<file path="src/rtl/wmk_pkg.sv">
`timescale 1ns/1ps
package wmk_pkg;
   typedef enum logic [1:0] {
      CTL_NONE = 2'b00,
      CTL_STOP = 2'b01,
      CTL_GO   = 2'b10
   } ctl_e;
endpackage

</file>
<file path="src/rtl/wmk_rxfifo.sv">
`timescale 1ns/1ps
module wmk_rxfifo #(
   parameter int DATA_W = 8,
   parameter int DEPTH  = 16
) (
   input  logic                       clk,
   input  logic                       rst_n,
   input  logic                       push,
   input  logic [DATA_W-1:0]          push_data,
   input  logic                       pop_req,
   output logic                       head_valid,
   output logic [DATA_W-1:0]          head_data,
   output logic [$clog2(DEPTH+1)-1:0] fill
);
   localparam int AW = (DEPTH > 1) ? $clog2(DEPTH) : 1;
   localparam int FW = $clog2(DEPTH+1);
   localparam logic [AW-1:0] LAST = AW'(DEPTH-1);
   localparam logic [FW-1:0] FULL = FW'(DEPTH);

   logic [DATA_W-1:0] mem [DEPTH];
   logic [AW-1:0]     wr_q, rd_q;
   logic [FW-1:0]     cnt_q;
   logic              pop;

   assign head_valid = (cnt_q != '0);
   assign pop        = pop_req && head_valid;
   assign head_data  = mem[rd_q];
   assign fill       = cnt_q;

   always_ff @(posedge clk) begin
      if (push) mem[wr_q] <= push_data;
   end

   always_ff @(posedge clk) begin
      if (!rst_n) begin
         wr_q  <= '0;
         rd_q  <= '0;
         cnt_q <= '0;
      end else begin
         if (push) wr_q <= (wr_q == LAST) ? '0 : wr_q + 1'b1;
         if (pop)  rd_q <= (rd_q == LAST) ? '0 : rd_q + 1'b1;
         case ({push, pop})
            2'b10:   cnt_q <= cnt_q + 1'b1;
            2'b01:   cnt_q <= cnt_q - 1'b1;
            default: cnt_q <= cnt_q;
         endcase
      end
   end

   AST_NO_OVERFLOW: assert property (@(posedge clk) disable iff (!rst_n)
      !(push && (cnt_q == FULL) && !pop));
   AST_HEAD_HOLDS: assert property (@(posedge clk) disable iff (!rst_n)
      (head_valid && !pop_req) |=> (head_valid && $stable(head_data)));
endmodule

</file>
<file path="src/rtl/wmk_marker.sv">
`timescale 1ns/1ps
module wmk_marker
   import wmk_pkg::*;
#(
   parameter int FW      = 5,
   parameter int HI_MARK = 10,
   parameter int LO_MARK = 4,
   parameter int REFRESH = 8
) (
   input  logic          clk,
   input  logic          rst_n,
   input  logic [FW-1:0] fill,
   output ctl_e          code
);
   localparam logic [FW-1:0] HI_F = FW'(HI_MARK);
   localparam logic [FW-1:0] LO_F = FW'(LO_MARK);
   localparam int RW = (REFRESH > 1) ? $clog2(REFRESH) : 1;

   logic stopped_q;
   ctl_e code_q;
   logic hit_hi, hit_lo, rep_due;

   assign hit_hi = !stopped_q && (fill >= HI_F);
   assign hit_lo =  stopped_q && (fill <= LO_F);

   generate
      if (REFRESH == 0) begin : g_norep
         assign rep_due = 1'b0;
      end else begin : g_rep
         localparam logic [RW-1:0] TOP = RW'(REFRESH-1);
         logic [RW-1:0] tick_q;
         assign rep_due = (tick_q == TOP);
         always_ff @(posedge clk) begin
            if (!rst_n)                           tick_q <= '0;
            else if (hit_hi || hit_lo || rep_due) tick_q <= '0;
            else                                  tick_q <= tick_q + 1'b1;
         end
      end
   endgenerate

   always_ff @(posedge clk) begin
      if (!rst_n) begin
         stopped_q <= 1'b0;
         code_q    <= CTL_NONE;
      end else if (hit_hi) begin
         stopped_q <= 1'b1;
         code_q    <= CTL_STOP;
      end else if (hit_lo) begin
         stopped_q <= 1'b0;
         code_q    <= CTL_GO;
      end else if (rep_due) begin
         code_q    <= stopped_q ? CTL_STOP : CTL_GO;
      end else begin
         code_q    <= CTL_NONE;
      end
   end

   assign code = code_q;

   AST_STOP_AT_HIGH: assert property (@(posedge clk) disable iff (!rst_n)
      (stopped_q && !$past(stopped_q)) |-> ($past(fill) == HI_F));
   AST_GO_AT_LOW: assert property (@(posedge clk) disable iff (!rst_n)
      (!stopped_q && $past(stopped_q)) |-> ($past(fill) == LO_F));
   AST_HOLD_BETWEEN: assert property (@(posedge clk) disable iff (!rst_n)
      ((fill > LO_F) && (fill < HI_F)) |=> $stable(stopped_q));
endmodule

</file>
<file path="src/rtl/wmk_sender.sv">
`timescale 1ns/1ps
module wmk_sender
   import wmk_pkg::*;
#(
   parameter int DATA_W  = 8,
   parameter int RET_DLY = 3
) (
   input  logic              clk,
   input  logic              rst_n,
   input  logic              src_valid,
   input  logic [DATA_W-1:0] src_data,
   output logic              src_ready,
   input  ctl_e              ctl_back,
   output logic              link_valid,
   output logic [DATA_W-1:0] link_data
);
   ctl_e ret_code;
   logic paused_q;
   logic accept;

   generate
      if (RET_DLY == 0) begin : g_direct
         assign ret_code = ctl_back;
      end else begin : g_pipe
         ctl_e stage_q [RET_DLY];
         for (genvar s = 0; s < RET_DLY; s++) begin : g_stage
            always_ff @(posedge clk) begin
               if (!rst_n)     stage_q[s] <= CTL_NONE;
               else if (s == 0) stage_q[s] <= ctl_back;
               else            stage_q[s] <= stage_q[(s == 0) ? 0 : s-1];
            end
         end
         assign ret_code = stage_q[RET_DLY-1];
      end
   endgenerate

   assign src_ready = !paused_q;
   assign accept    = src_valid && !paused_q;

   always_ff @(posedge clk) begin
      if (!rst_n) begin
         paused_q   <= 1'b0;
         link_valid <= 1'b0;
         link_data  <= '0;
      end else begin
         if (ret_code == CTL_STOP)    paused_q <= 1'b1;
         else if (ret_code == CTL_GO) paused_q <= 1'b0;
         link_valid <= accept;
         if (accept) link_data <= src_data;
      end
   end

   AST_REPEAT_TOLERATED: assert property (@(posedge clk) disable iff (!rst_n)
      (paused_q && (ret_code == CTL_STOP)) |=> paused_q);
   AST_HALT_ON_STOP: assert property (@(posedge clk) disable iff (!rst_n)
      (ret_code == CTL_STOP) |=> !src_ready);
   AST_RESUME_ON_GO: assert property (@(posedge clk) disable iff (!rst_n)
      (ret_code == CTL_GO) |=> src_ready);
endmodule

</file>
<file path="src/rtl/wmk_link.sv">
`timescale 1ns/1ps
module wmk_link
   import wmk_pkg::*;
#(
   parameter int DATA_W  = 8,
   parameter int DEPTH   = 16,
   parameter int HI_MARK = 10,
   parameter int LO_MARK = 4,
   parameter int RET_DLY = 3,
   parameter int REFRESH = 8
) (
   input  logic                       clk,
   input  logic                       rst_n,
   input  logic                       src_valid,
   input  logic [DATA_W-1:0]          src_data,
   output logic                       src_ready,
   input  logic                       drn_ready,
   output logic                       drn_valid,
   output logic [DATA_W-1:0]          drn_data,
   output logic [$clog2(DEPTH+1)-1:0] fill,
   output logic [1:0]                 ctl_code
);
   localparam int FW    = $clog2(DEPTH+1);
   localparam int SLACK = RET_DLY + 3;

   generate
      if (LO_MARK < 0 || LO_MARK >= HI_MARK) begin : g_bad_marks
         $error("wmk_link: LO_MARK must be non-negative and below HI_MARK");
      end
      if (DEPTH < HI_MARK + SLACK) begin : g_bad_slack
         $error("wmk_link: DEPTH must cover HI_MARK plus the in-flight slack");
      end
      if (REFRESH < 0 || RET_DLY < 0) begin : g_bad_cfg
         $error("wmk_link: REFRESH and RET_DLY must be non-negative");
      end
   endgenerate

   logic              link_valid;
   logic [DATA_W-1:0] link_data;
   logic [FW-1:0]     fill_w;
   ctl_e              code_w;

   wmk_sender #(.DATA_W(DATA_W), .RET_DLY(RET_DLY)) u_sender (
      .clk        (clk),
      .rst_n      (rst_n),
      .src_valid  (src_valid),
      .src_data   (src_data),
      .src_ready  (src_ready),
      .ctl_back   (code_w),
      .link_valid (link_valid),
      .link_data  (link_data)
   );

   wmk_rxfifo #(.DATA_W(DATA_W), .DEPTH(DEPTH)) u_fifo (
      .clk        (clk),
      .rst_n      (rst_n),
      .push       (link_valid),
      .push_data  (link_data),
      .pop_req    (drn_ready),
      .head_valid (drn_valid),
      .head_data  (drn_data),
      .fill       (fill_w)
   );

   wmk_marker #(.FW(FW), .HI_MARK(HI_MARK), .LO_MARK(LO_MARK), .REFRESH(REFRESH)) u_marker (
      .clk   (clk),
      .rst_n (rst_n),
      .fill  (fill_w),
      .code  (code_w)
   );

   assign fill     = fill_w;
   assign ctl_code = code_w;

   AST_FILL_CEILING: assert property (@(posedge clk) disable iff (!rst_n)
      fill_w <= FW'(HI_MARK + SLACK));
endmodule

</file>
<file path="config.mk">
export PLATFORM = sky130hd
export DESIGN_NAME = wmk_link
export DESIGN_NICKNAME = d
export VERILOG_FILES = /design/src/rtl/wmk_pkg.sv /design/src/rtl/wmk_rxfifo.sv /design/src/rtl/wmk_marker.sv /design/src/rtl/wmk_sender.sv /design/src/rtl/wmk_link.sv
export SDC_FILE = /design/constraint.sdc
export NUM_CORES = 1
export LEC_CHECK = 0
export CAP_MARGIN = 40
export CORE_MARGIN = 5
export CORE_UTILIZATION = 30
export CTS_CLUSTER_SIZE = 14
export DETAILED_ROUTE_END_ITERATION = 7
export SKIP_CTS_REPAIR_TIMING = 1
export SLEW_MARGIN = 20
export SYNTH_ARGS = -nofsm -noshare
export SYNTH_HDL_FRONTEND = slang
export SYNTH_SLANG_ARGS = --single-unit
</file>
<file path="constraint.sdc">
create_clock -name clk -period 3.1 [get_ports clk]
set_clock_uncertainty 0.1 [all_clocks]
set_input_delay 0.31 -clock clk [delete_from_list [all_inputs] [get_ports clk]]
set_output_delay 0.31 -clock clk [all_outputs]
set_load 0.01 [all_outputs]
</file>
==> results.txt, run 1 <==
* Arrival time worst endpoint: 3.15 ns
* Count of flip-flops with a built-in enable after synthesis: 128
- Die Outline Area: 0.0250 mm2
- In the global route stage, overall resource usage came out at 0.108.
* Number of distinct library cells after synthesis: 45
- Largest net degree at the start of global routing: 33
- Setup repair after global routing left no endpoint under its margin.
* Via count of the first global-routing pass: 3723
* Core Area: 0.0217 mm2
* Buffering stage count on the worst path with inverters included: 1
- Leading cell type in the layout, fill and taps excluded: edfxtp_1
* Maximum clock insertion buffer count: 2
* Synth warnings: 0
- Worst slew margin relative to its limit: 0.534
* Proportion of register bits with asynchronous set or reset after synthesis: 0
- The critical path goes through or4_4 > o21ai_4 > inv_1 > ha_2 > ha_1 > o21ai_0 > or3_1 > a2111oi_2 > nand4b_1.
- The number of nets handed over by synthesis was 425.
* Fillcell total: 2023
- Commonest cells after routing, fill and taps aside: edfxtp_1 (128), dfxtp_1 (38), mux4_2 (32), nand2_1 (32), clkdlybuf4s50_1 (28)
- Net switching power: 1.43 mW
* Leak: ~2.6 nW
- Longest individual stage delay on the worst path: ~0.53 ns
* Post-synth design cell area: 0.00659 mm2
- Starting Density: 0.304
- After detailed routing, the number of remaining DRC violations is 0.
- Setup TNS: 0 ns
- In the final design database the tool counted 462 nets.
* Hold Fails Final Rpt: 0
- The tightest min-delay check is of the flop to flop type.
- Summed over all layers, the global routing overflow is 0.
- Number of max-capacitance violations reported: 0
- The cell count after synthesis came out at 401.
- The startpoint identified for the worst register-to-register timing path is u_fifo.fill[3].
- DPL Wire Length: 8.49 mm
- Clock edge transition at the registers on the reported setup and hold paths: about 0.060 ns
- Of the total power, the share spent switching nets is 0.251.
* Sequential cell area: approximately 0.0046 mm2
* Number of H-tree levels: 4
- Instance count after placement with tap cells included: 699
- Internal Dissipation: 4.26 mW
* Number of sinks handled by clock tree synthesis: 167
- The flow ran to the end, and the final reports show no timing, DRC or antenna violations.
* Transition time at the pin with the least slew margin: 0.699 ns
* Critical Path Stages: 9
- The number of antenna diodes in the final layout is 0.
* Hold depth: 1
* Synthesis-to-layout area growth: 19.0%
* Worst-Skew Late Latency: 0.41 ns
* RR Endpoint: u_fifo.fill[4]
- Of the total power, the clock network draws 0.386.
- Logic pwr share: 0.165
- The startpoint identified for the worst hold timing path is u_marker.g_rep.tick_q[0].
* Global-route wire length before repair: 20.4 mm
* Total number of vias: 3476
- Clock tree synthesis selected as its root buffer the cell clkbuf_16.
* Clock period minus worst slack: 2.91 ns
- Type of destination of the critical path: flop
- The number of pins exceeding their max-slew limit in the final report came to 0.
- Dividing the synthesized area by the synthesized cell count gives 16.4 um2.
- The count of buffers added on input and output ports is 28.
- Type of the setup path with the least slack: flop to flop
* Post-detailed-routing wire length: 13.0 mm
- Biggest fanout along the worst timing path: 9
- Placer's final routability congestion estimate: 0.801
- Height of the die: 158 um
- Dividing the detail-routed wire length by the instance count gives 17.9 um.
* Floorplan die width: ~160 um
- VDD sags by at most roughly 0.48 mV.
* End point of the most critical hold path: u_marker.g_rep.tick_q[0]
* Slack of the worst reg-to-reg path: 0.19 ns
* Length of the first detailed-routing pass in iterations: 4
- Register area share after synthesis: 0.702
- After detailed routing, the number of vias per cell comes to roughly 4.8.
- STA classifies the critical path startpoint as a flop.
- Share of layout cells above drive strength 1: 0.180
* Top-level I/O count: 29
- Family of cells with the greatest summed delay on the critical path: simple AND/OR/NAND/NOR gates
- For this design the ratio of total power to cell area is slightly above 700 mW/mm2.
- Critical-path cell with the highest stage delay: or4_4
* Required time of the critical path: 3.34 ns
- The biggest area contributor in the post-synthesis netlist is edfxtp_1.
* Number of cell instances on the worst register-to-register path: 9
- Final non-filler cell total: 730
- TritonCTS clock tree: done
- Area share of the leading cell type in the synthesized netlist: 0.584
- Of the available clock period, the critical path in the final layout requires 0.937.
- Number of antenna-violating nets in the routed design: 0
- Iter 0 DRT Violations: 207
- Maximum clock frequency: 344 MHz
* Leading cell types by total area after synthesis: edfxtp_1 (58%), dfxtp_1 (12%), mux4_2 (11%)
- Area taken by multi-input logic gates: 0.00184 mm2
* Relative contribution of sequential cells to total power: 0.450
* Main flop type after synthesis: edfxtp_1
- Rows: 54
- Setup violations remaining at the end of the flow were counted as 0.
* Synthesis-stage register bit count: 167
- Initial antenna violation count: 0
* Total CTS buffers: 17
## Yosys cell counts (2+ instances only)
library cell    n
and3_1          2
dfxtp_1        39
mux4_2         32
nand4b_1        3
edfxtp_1      128
o211ai_1        2
o21ai_0         7
ha_1           12
a31oi_1         2
nor2_1         14
clkbuf_1        7
and2_1         25
or3_1           2
nand3_1         5
nor2b_1         4
nand4_1         2
nand2_1        32
nand2b_1        2
nor3_1          2
buf_2           4
buf_1           4
a22oi_1        16
mux2i_1         5
a21oi_1        15
inv_1          11
xor2_1          4
buf_4           2
## kinds of logic after synthesis
kind of cell    count (synthesis)  share of synthesized area
flops                         167                      0.702
simple gates                  101                     0.0811
compound gates                 50                     0.0505
mux                            37                      0.117
buf+inv                        29                     0.0196
fa+ha+maj                      12                     0.0228
xor+xnor                        5                    0.00665
## layer usage
layer,wire length [um],GRT usage
met1,5950,0.143
met2,6320,0.177
met3,614,0.0282
met4,151,0.0325
met5,0,0
## how the worst max path moves through the flow
| stage | slack [ns] | end | startpoint |
|---|---|---|---|
| final | 0.19 | u_fifo.fill[4] | u_fifo.fill[3] |
| after global routing | 0.03 | u_fifo.fill[4] | u_fifo.fill[3] |
| after CTS | 0.08 | u_fifo.fill[4] | u_fifo.fill[3] |
| after detailed placement | 0.11 | u_fifo.fill[4] | u_fifo.fill[3] |
| after global placement | 0.25 | u_fifo.fill[4] | u_fifo.fill[3] |
| after floorplan | 0.20 | u_fifo.fill[4] | u_fifo.fill[1] |
## power by group through the flow
stage	sequential [mW]	clock, mW	combinational, mW
after CTS	2.56	2.22	0.948
after floorplan	2.59	0	0.620
after global routing	2.57	2.33	1.02
final	2.56	2.19	0.937
after global placement	2.59	0	0.928
after detailed placement	2.60	0	0.942
## metrics by stage
step / worst slack, ns / hold WS [ns] / total power [mW] / utilization / cell area (um2)
finish: 0.195 / 0.331 / 5.69 / 0.361 / 7840
global route: 0.0263 / 0.341 / 5.92 / 0.361 / 7840
CTS: 0.0820 / 0.333 / 5.73 / 0.361 / 7830
detailed placement: 0.111 / 0.318 / 3.55 / 0.333 / 7210
global placement: 0.248 / 0.309 / 3.52 / 0.333 / 7210
floorplan: 0.196 / 0.298 / 3.21 / - / 6590
## state kept, by name (all words and copies together) (netlist names), named ones only
| name | cells |
|---|---|
| u_marker.stopped_q | 1 |
| u_fifo.wr_q | 4 |
| u_sender.link_data | 8 |
| u_fifo.mem | 128 |
| u_sender.paused_q | 1 |
| u_fifo.fill | 5 |
| u_marker.code | 2 |
| u_marker.g_rep.tick_q | 3 |
| u_sender.link_valid | 1 |
| u_fifo.rd_q | 4 |
| u_sender.g_pipe.stage_q | 6 |
## layout make-up
type	instances	share of cell area
tap	280	0.0447
multi-input combinational	205	0.235
sequential	167	0.590
clock inverter	14	0.0241
clock buffer	17	0.0543
inverter	11	0.00527
timing repair buffer	36	0.0466
Note: power is estimated with default switching activity, not from simulation.
==> inputs of run 2 (changes only) <==
CAP_MARGIN = unset   (was 40)
CTS_CLUSTER_DIAMETER = 120   (was unset)
SLEW_MARGIN = unset   (was 20)
==> results of run 2 <==
Same layout as run 1: the final DEF is identical, and so are final timing and power.
